## src/rtl/fault_frame_pkg.sv

```systemverilog
// Package: shared flag definitions for the fault frame generator.
// Assumes every channel reports the same five fault kinds in a fixed order.
package fault_frame_pkg;
    localparam int FLAG_COUNT = 5;
    localparam int CHAN_COUNT = 2;

    // Bit position of each fault kind inside a channel flag vector
    typedef enum int {
        FLG_OVERCURRENT = 0,
        FLG_OVERTEMP    = 1,
        FLG_UNDERVOLT   = 2,
        FLG_OVERVOLT_LO = 3,
        FLG_OVERVOLT_HI = 4
    } flag_idx_e;

    typedef logic [FLAG_COUNT-1:0] flag_vec_t;
endpackage

```

## src/rtl/fault_frame_seq.sv

```systemverilog
// Frame sequencer: tracks whether a fault episode is being sent and which
// time unit of the frame is current. It decides start, wrap and stop.
// Assumes the tick is a one-cycle pulse. Stopping needs both power-good bits
// high and no strobe at the frame's last tick.
module fault_frame_seq #(
    parameter int FRAME_UNITS = 36,
    parameter int UW          = $clog2(FRAME_UNITS)
) (
    input  logic          clk,
    input  logic          rst_n,
    input  logic          tick_i,
    input  logic          any_stb_i,
    input  logic          pg_ok_i,
    output logic          active_o,
    output logic [UW-1:0] unit_o,
    output logic          start_o,
    output logic          wrap_o,
    output logic          stop_o
);
    localparam logic [UW-1:0] LAST_UNIT = UW'(FRAME_UNITS - 1);

    logic frame_end;

    // Decode the frame-boundary events from the current position
    always_comb begin
        frame_end = active_o && tick_i && (unit_o == LAST_UNIT);
        start_o   = !active_o && any_stb_i;
        stop_o    = frame_end && pg_ok_i && !any_stb_i;
        wrap_o    = frame_end && !stop_o;
    end

    // Advance the unit position and the episode state
    always_ff @(posedge clk) begin
        if (!rst_n) begin
            active_o <= 1'b0;
            unit_o   <= '0;
        end else if (start_o) begin
            active_o <= 1'b1;
            unit_o   <= '0;
        end else if (stop_o) begin
            active_o <= 1'b0;
            unit_o   <= '0;
        end else if (wrap_o) begin
            unit_o   <= '0;
        end else if (active_o && tick_i) begin
            unit_o   <= unit_o + 1'b1;
        end
    end
endmodule

```

## src/rtl/fault_flag_latch.sv

```systemverilog
// Flag latch: keeps the per-channel fault flags for the whole episode and
// captures a display copy at every frame start, so that slots stay steady
// within a frame. Assumes start, wrap and stop are mutually exclusive.
module fault_flag_latch
    import fault_frame_pkg::*;
#(
    parameter int NCH = CHAN_COUNT,
    parameter int NF  = FLAG_COUNT
) (
    input  logic            clk,
    input  logic            rst_n,
    input  logic [NCH*NF-1:0] stb_i,
    input  logic            start_i,
    input  logic            wrap_i,
    input  logic            stop_i,
    output logic [NCH*NF-1:0] kept_o,
    output logic [NCH*NF-1:0] shown_o
);
    for (genvar c = 0; c < NCH; c++) begin : g_chan
        logic [NF-1:0] stb_c;
        logic [NF-1:0] kept_q;
        logic [NF-1:0] shown_q;

        assign stb_c = stb_i[c*NF +: NF];

        // Gather strobes into sticky flags and snapshot them per frame
        always_ff @(posedge clk) begin
            if (!rst_n || stop_i) begin
                kept_q  <= '0;
                shown_q <= '0;
            end else begin
                kept_q <= kept_q | stb_c;
                if (start_i || wrap_i)
                    shown_q <= kept_q | stb_c;
            end
        end

        assign kept_o[c*NF +: NF]  = kept_q;
        assign shown_o[c*NF +: NF] = shown_q;
    end
endmodule

```

## src/rtl/fault_frame_enc.sv

```systemverilog
// Slot encoder: maps the current unit position and the displayed flags onto
// the line level. Assumes the layout fits inside the frame length, and fills
// the rest of the frame with low padding.
module fault_frame_enc #(
    parameter int NF          = 5,
    parameter int ALERT_UNITS = 4,
    parameter int SLOT_UNITS  = 2,
    parameter int GAP_UNITS   = 2,
    parameter int END_UNITS   = 4,
    parameter int UW          = 6
) (
    input  logic            active_i,
    input  logic [UW-1:0]   unit_i,
    input  logic [2*NF-1:0] shown_i,
    output logic            line_o
);
    localparam int CH1_BASE = ALERT_UNITS;
    localparam int CH2_BASE = CH1_BASE + NF*SLOT_UNITS + GAP_UNITS;
    localparam int END_BASE = CH2_BASE + NF*SLOT_UNITS;
    localparam logic [UW-1:0] ALERT_TOP = UW'(ALERT_UNITS);
    localparam logic [UW-1:0] END_LO    = UW'(END_BASE);
    localparam logic [UW-1:0] END_HI    = UW'(END_BASE + END_UNITS);

    logic [2*NF-1:0] slot_hit;

    for (genvar s = 0; s < 2*NF; s++) begin : g_slot
        localparam int BASE = (s < NF) ? CH1_BASE : CH2_BASE;
        localparam int K    = (s < NF) ? s : s - NF;
        localparam logic [UW-1:0] LO = UW'(BASE + K*SLOT_UNITS);
        localparam logic [UW-1:0] HI = UW'(BASE + (K+1)*SLOT_UNITS);
        // Flag slot is high when the position lies in it and its flag is shown
        assign slot_hit[s] = shown_i[s] && (unit_i >= LO) && (unit_i < HI);
    end

    // Combine fixed fields and flag slots into the line level
    always_comb begin
        line_o = 1'b0;
        if (active_i) begin
            line_o = (unit_i < ALERT_TOP)
                  || ((unit_i >= END_LO) && (unit_i < END_HI))
                  || (|slot_hit);
        end
    end
endmodule

```

## src/rtl/fault_frame_gen.sv

```systemverilog
// Top: serial fault flag frame generator. Strobes from two channels start a
// fault episode. Timed frames repeat until power-good returns at a frame end.
// Assumes strobes and power-good are already synchronous to clk.
module fault_frame_gen #(
    parameter int FRAME_UNITS = 36,
    parameter int ALERT_UNITS = 4,
    parameter int SLOT_UNITS  = 2,
    parameter int GAP_UNITS   = 2,
    parameter int END_UNITS   = 4
) (
    input  logic       clk,
    input  logic       rst_n,
    input  logic       unit_tick,
    input  logic [4:0] ch1_fault_stb,
    input  logic [4:0] ch2_fault_stb,
    input  logic [1:0] pgood,
    output logic       fault_line
);
    import fault_frame_pkg::*;

    localparam int NF = FLAG_COUNT;
    localparam int UW = $clog2(FRAME_UNITS);

    logic [2*NF-1:0] stb_all;
    logic [2*NF-1:0] kept_flags;
    logic [2*NF-1:0] shown_flags;
    logic            any_stb;
    logic            active;
    logic [UW-1:0]   unit;
    logic            frame_start, frame_wrap, frame_stop;

    // Collect both channels' strobes into one vector
    always_comb begin
        stb_all = {ch2_fault_stb, ch1_fault_stb};
        any_stb = |stb_all;
    end

    fault_frame_seq #(
        .FRAME_UNITS(FRAME_UNITS),
        .UW(UW)
    ) u_seq (
        .clk(clk),
        .rst_n(rst_n),
        .tick_i(unit_tick),
        .any_stb_i(any_stb),
        .pg_ok_i(&pgood),
        .active_o(active),
        .unit_o(unit),
        .start_o(frame_start),
        .wrap_o(frame_wrap),
        .stop_o(frame_stop)
    );

    fault_flag_latch #(
        .NCH(2),
        .NF(NF)
    ) u_latch (
        .clk(clk),
        .rst_n(rst_n),
        .stb_i(stb_all),
        .start_i(frame_start),
        .wrap_i(frame_wrap),
        .stop_i(frame_stop),
        .kept_o(kept_flags),
        .shown_o(shown_flags)
    );

    fault_frame_enc #(
        .NF(NF),
        .ALERT_UNITS(ALERT_UNITS),
        .SLOT_UNITS(SLOT_UNITS),
        .GAP_UNITS(GAP_UNITS),
        .END_UNITS(END_UNITS),
        .UW(UW)
    ) u_enc (
        .active_i(active),
        .unit_i(unit),
        .shown_i(shown_flags),
        .line_o(fault_line)
    );
endmodule

```

## config.mk

```make
export PLATFORM = sky130hd
export DESIGN_NAME = fault_frame_gen
export DESIGN_NICKNAME = d
export VERILOG_FILES = /design/src/rtl/fault_frame_pkg.sv /design/src/rtl/fault_frame_seq.sv /design/src/rtl/fault_flag_latch.sv /design/src/rtl/fault_frame_enc.sv /design/src/rtl/fault_frame_gen.sv
export SDC_FILE = /design/constraint.sdc
export NUM_CORES = 1
export LEC_CHECK = 0
export ABC_AREA = 1
export BUFFER_PORTS_ARGS = -buffer_cell sky130_fd_sc_hd__buf_2
export CORE_MARGIN = 1
export CORE_UTILIZATION = 50
export CTS_CLUSTER_SIZE = 25
export DETAILED_ROUTE_END_ITERATION = 8
export PLACE_DENSITY = 0.72
export SKIP_CTS_REPAIR_TIMING = 1
export SLEW_MARGIN = 10
export SYNTH_ARGS = -nofsm -noshare
export SYNTH_HDL_FRONTEND = slang
export SYNTH_SLANG_ARGS = --single-unit
```

## constraint.sdc

```tcl
create_clock -name clk -period 4.8 [get_ports clk]
set_clock_uncertainty 0.2 [all_clocks]
set_input_delay 0.24 -clock clk [delete_from_list [all_inputs] [get_ports clk]]
set_output_delay 0.24 -clock clk [all_outputs]
set_load 0.02 [all_outputs]
```

* Word-level counts from Yosys, hierarchy flattened
Cells that the tools add are included.
Word-level totals: flip-flop bits (word level) 27, input port bits 15, logic and storage cells 77
Cells by class: add/sub/neg operators 1, order comparisons 23, equality and inequality tests 1, multiplexer cells 3, bitwise operators 3, reduce and logical (&&, ||, !) cells 40
Operators by type and width (number):
- greater-or-equal comparator 6 x 5 -> 1 bit, second input constant | 6
- less-than comparator 6 x 5 -> 1 bit, second input constant | 6
- logical AND 1 bit | 27
- less-than comparator 6 x 4 -> 1 bit, second input constant | 4
- OR reduction 10 bit | 2
- greater-or-equal comparator 6 x 4 -> 1 bit, second input constant | 3
- greater-or-equal comparator 6 x 3 -> 1 bit, second input constant | 2
- less-than comparator 6 x 3 -> 1 bit, second input constant | 2
- OR 5 bit | 2
- adder 6 x 1 -> 6 bit, second input constant | 1
- == test 6 bit, second input constant | 1
- zero test 1 bit | 4
- logical OR 1 bit | 4
- OR reduction 4 bit | 1
- two-way mux 1 bit | 3
- AND reduction 2 bit | 1
- nonzero test 2 bit | 1
- NOT 1 bit | 1

* Depth between registers and ports, before layout
word-level depth 7, mapped depth 11, gate-level depth less buffers 10

* Cells and area by module
A second synthesis with hierarchy kept.
Unflattened totals: cell total of the unflattened synthesis 222, area total of the unflattened synthesis 1387.6 um2
Modules (own cells, without submodules):
- fault_flag_latch | instances 1, cells an instance 112, area an instance 780.7 um2
- fault_frame_seq | instances 1, cells an instance 55, area an instance 371.6 um2
- fault_frame_enc | instances 1, cells an instance 44, area an instance 188.9 um2
- fault_frame_gen | instances 1, cells an instance 11, area an instance 46.3 um2

* Worst setup path after synthesis
No wires, ideal clock.
path type register to output, from reg u_seq.unit_o[2], to out fault_line, arrival 1.180 ns, required time 4.360 ns, slack 3.180 ns, stages on the path, launching flop included 7, path through dfxtp_1 inv_1 nand2_1 nand3_1 nand3_1 a21oi_1 a21oi_1
On the way: cells in the longest elaborated chain, start to end 6, elaborated cells on any way between the ends 48, classes of those cells order compare: 23; mux: 1; reduce/logical: 24
RTL lines:
- start, declared | RTL line fault_frame_seq.sv:15 | output logic [UW-1:0] unit_o,
- start signal, assigned | RTL line fault_frame_seq.sv:46 | unit_o <= unit_o + 1'b1;
- greater-or-equal comparator 6 x 3 -> 1 bit (tied with other cells) | RTL line fault_frame_enc.sv:32 | assign slot_hit[s] = shown_i[s] && (unit_i >= LO) && (unit_i < HI);
- logical AND 1 bit (2 in a row) | RTL line fault_frame_enc.sv:32
- OR reduction 10 bit | RTL line fault_frame_enc.sv:41 | || (|slot_hit);
- logical OR 1 bit (*) | RTL line fault_frame_enc.sv:41
- two-way mux 1 bit (*) | RTL line fault_frame_enc.sv:38 | if (active_i) begin
- end, declared | RTL line fault_frame_gen.sv:17 | output logic fault_line
Every way passes the cells marked *; elsewhere a longest branch is shown, timed or not.

* Final worst setup path
from in ch1_fault_stb[2], to reg u_seq.unit_o[2]
On the way: cells in the longest elaborated chain, start to end 6, elaborated cells on any way between the ends 7, classes of those cells reduce/logical: 7
RTL lines:
- start, declared | RTL line fault_frame_gen.sv:14 | input logic [4:0] ch1_fault_stb,
- OR reduction 10 bit (*) | RTL line fault_frame_gen.sv:35 | any_stb = |stb_all;
- zero test 1 bit | RTL line fault_frame_seq.sv:28 | stop_o = frame_end && pg_ok_i && !any_stb_i;
- logical AND 1 bit | RTL line fault_frame_seq.sv:28
- zero test 1 bit | RTL line fault_frame_seq.sv:29 | wrap_o = frame_end && !stop_o;
- logical AND 1 bit | RTL line fault_frame_seq.sv:29
- OR reduction 4 bit (no source line) (*)
Marks and branches as above. A chain may end at the register's enable or synchronous reset.

==> flow_summary.ini <==
[route]
drt_wl_total_um = 2660
drt_pass1_iterations = 5
vias = 1135
drt_iter0_drc = 18
viasPerCell = 4.91
post_drt_wl_per_cell_um = 11.5
drcViolationCount = 0
ant_nets = 0

[power_and_ir_drop]
power_leakage_nw = 0.720
power_w = 0.000404
power_per_cell_area_nw_per_um2 = 273
irDropWorstVdd_mv = 0.232

[worst_setup_path]
reg2reg_depth = 8
cpMostUsedCell = nor2_1
required_ps = 4890
slowest_stage = dlygate4sd3_1
crit_path_start_kind = input pin
arrival_ps = 2270
r2r_slack_ps = 2660
crit_fanout = 11
path_class = input pin to flip-flop
path_cells = dlygate4sd3_1, buf_2, nor2_1, nand3_1, o21ai_0, nand2_1, nand2_2, nand3_2, nor2_1
critPathMaxStageDelay_ps = 530
cp-end-kind = flip-flop

[yosys]
synth_edf_count = 0
ys_warn_count = 0
avgSynthCellArea_um2 = 7.16
yosysMostFrequentCell = nor2_1
ys.flop_type = dfxtp_1
yosysUniqueCellTypes = 20
synth_commonest_cells = nor2_1, inv_1, dfxtp_1
mappedNetlistArea_um2 = 1280
synth_area_leaders = dfxtp_1, nor2_1, inv_1, nand2_2, nand2_1
synth.yosys.seq_area_share = 0.422
synth_nets = 196
synth_top_area_frac = 0.422
syn_inst = 179
ys_seq_elements = 27
synthArstFlopShare = 0
yosysTopAreaCell = dfxtp_1

[floorplanning]
die_x_um = 52.6
row_count = 17
initial_core_util = 0.553
die-area_um2 = 2770
core-area_um2 = 2320
die_h_um = 52.6
ioPinCount = 16

[clock_tree]
h-tree-depth = 1
cts_tree = built
clockRootBuffer = clkbuf_4
cts.sinks = 27
clk_latency_ps = 350
numCtsBuffers = 3
clk_path_buf_depth = 2
cts.reportedPaths.clkPinSlew_ps = 160

[finish]
antenna_cells = 0
fill_cells = 200
fin_util = 0.640
area_delta_synth_final_pct = 15.7
layout-drive-gt1-share = 0.192
nets = 221

[sta]
hold_viol = 0
setup_slack_ps = 2620
finalSetupTns_ps = 0
rsz0062_at_grt = false
tightest_slew_ps = 378
fmax_mhz = 459
layout_worst_path_cycle_share = 0.454
setup_viol = 0
period_needed_ps = 2180
report.final.slew_viol_count = 0
holdWs_ps = 11.4
relSlewSlack = 0.748

[global_route]
grt_max_degree = 22
grt_pass1_wl_um = 4170
grt-ovfl-total = 0
grt_antenna_before_repair = 0
grtUsageTotal = 0.207
grt_pass1_vias = 973

[run]
drv_cap = 0

[worst_hold_path]
hold_depth = 3
hp-class = input pin to flip-flop

[placement]
port_buffers = 15
routabilityCongestion = 0.882
dp_hpwl_um = 1900
pre_cts_ws_ps = 2700

[status]
status = completed
==> cell usage in the layout (no fill, tap or decap) <==
cell,count
inv_1,28
nor2_4,1
nand2_2,14
nand3_1,12
xor2_1,4
buf_2,15
inv_2,1
nor3_2,1
nand2_1,23
dfxtp_1,27
a21oi_1,15
inv_6,1
dlygate4sd3_1,10
nor2_1,35
mux2_2,1
nor2_2,1
ha_1,2
o21ai_0,6
nand3_2,1
nand4_1,2
clkbuf_4,3
==> layer usage <==
layer | vias to the layer above | global-route usage | share of wire
met2 | 22 | 0.342 | 0.47
met5 | - | 0 | 0
li1 | 599 | - | -
met3 | 7 | 0.0290 | 0.033
met1 | 507 | 0.257 | 0.47
met4 | 0 | 0.110 | 0.020
==> final timing paths <==
check	from	to
max	ch1_fault_stb[2]	u_seq.unit_o[2]
min reg2reg	u_latch.g_chan[0].kept_q[4]	u_latch.g_chan[0].kept_q[4]
min	rst_n	u_seq.unit_o[1]
max reg2reg	u_seq.unit_o[1]	u_seq.unit_o[2]
==> logic make-up after synthesis <==
| kind of cell | Yosys count | synth area share |
|---|---|---|
| fa+ha+maj | 2 | 0.0195 |
| xor+xnor | 4 | 0.0273 |
| compound gates | 21 | 0.0820 |
| buf+inv | 34 | 0.116 |
| mux | 1 | 0.00879 |
| flops | 27 | 0.422 |
| simple gates | 90 | 0.324 |
==> flip-flops by register name (all words and copies together), names as in the netlist <==
signal / count
u_seq.active_o: 1
u_latch.g_chan.kept_q: 10
u_latch.g_chan.shown_q: 10
u_seq.unit_o: 6
==> final cells by class <==
cell class,instances,area (µm²),area share
well taps,28,35.0,0.0236
clock buffers,3,22.5,0.0152
inverters,29,109,0.0734
clock inverters,1,8.76,0.00591
flip-flops and latches,27,541,0.365
repair buffers,25,175,0.118
multi-input cells,118,592,0.399
==> stage by stage <==
stage,cell area (µm²),std cells
3_3_place_gp,1350,217
2_1_floorplan,1280,179
3_5_place_dp,1350,217
4_1_cts,1380,221
5_1_grt,1480,231
6_report,1480,231
==> report_power, final <==
group / switching (W) / leakage (nW) / internal, W
clock network: 0.0000759 / 0.0183 / 0.0000342
logic: 0.0000286 / 0.477 / 0.0000220
registers: 0.00000617 / 0.224 / 0.000238
total: 0.000111 / 0.720 / 0.000294
==> critical path, delay by kind of cell <==
| kind | cells | cell delay (ps) |
|---|---|---|
| buf+inv | 2 | 650 |
| compound gates | 1 | 170 |
| simple gates | 6 | 1210 |
No activity file was read; power rests on OpenSTA's default activity.
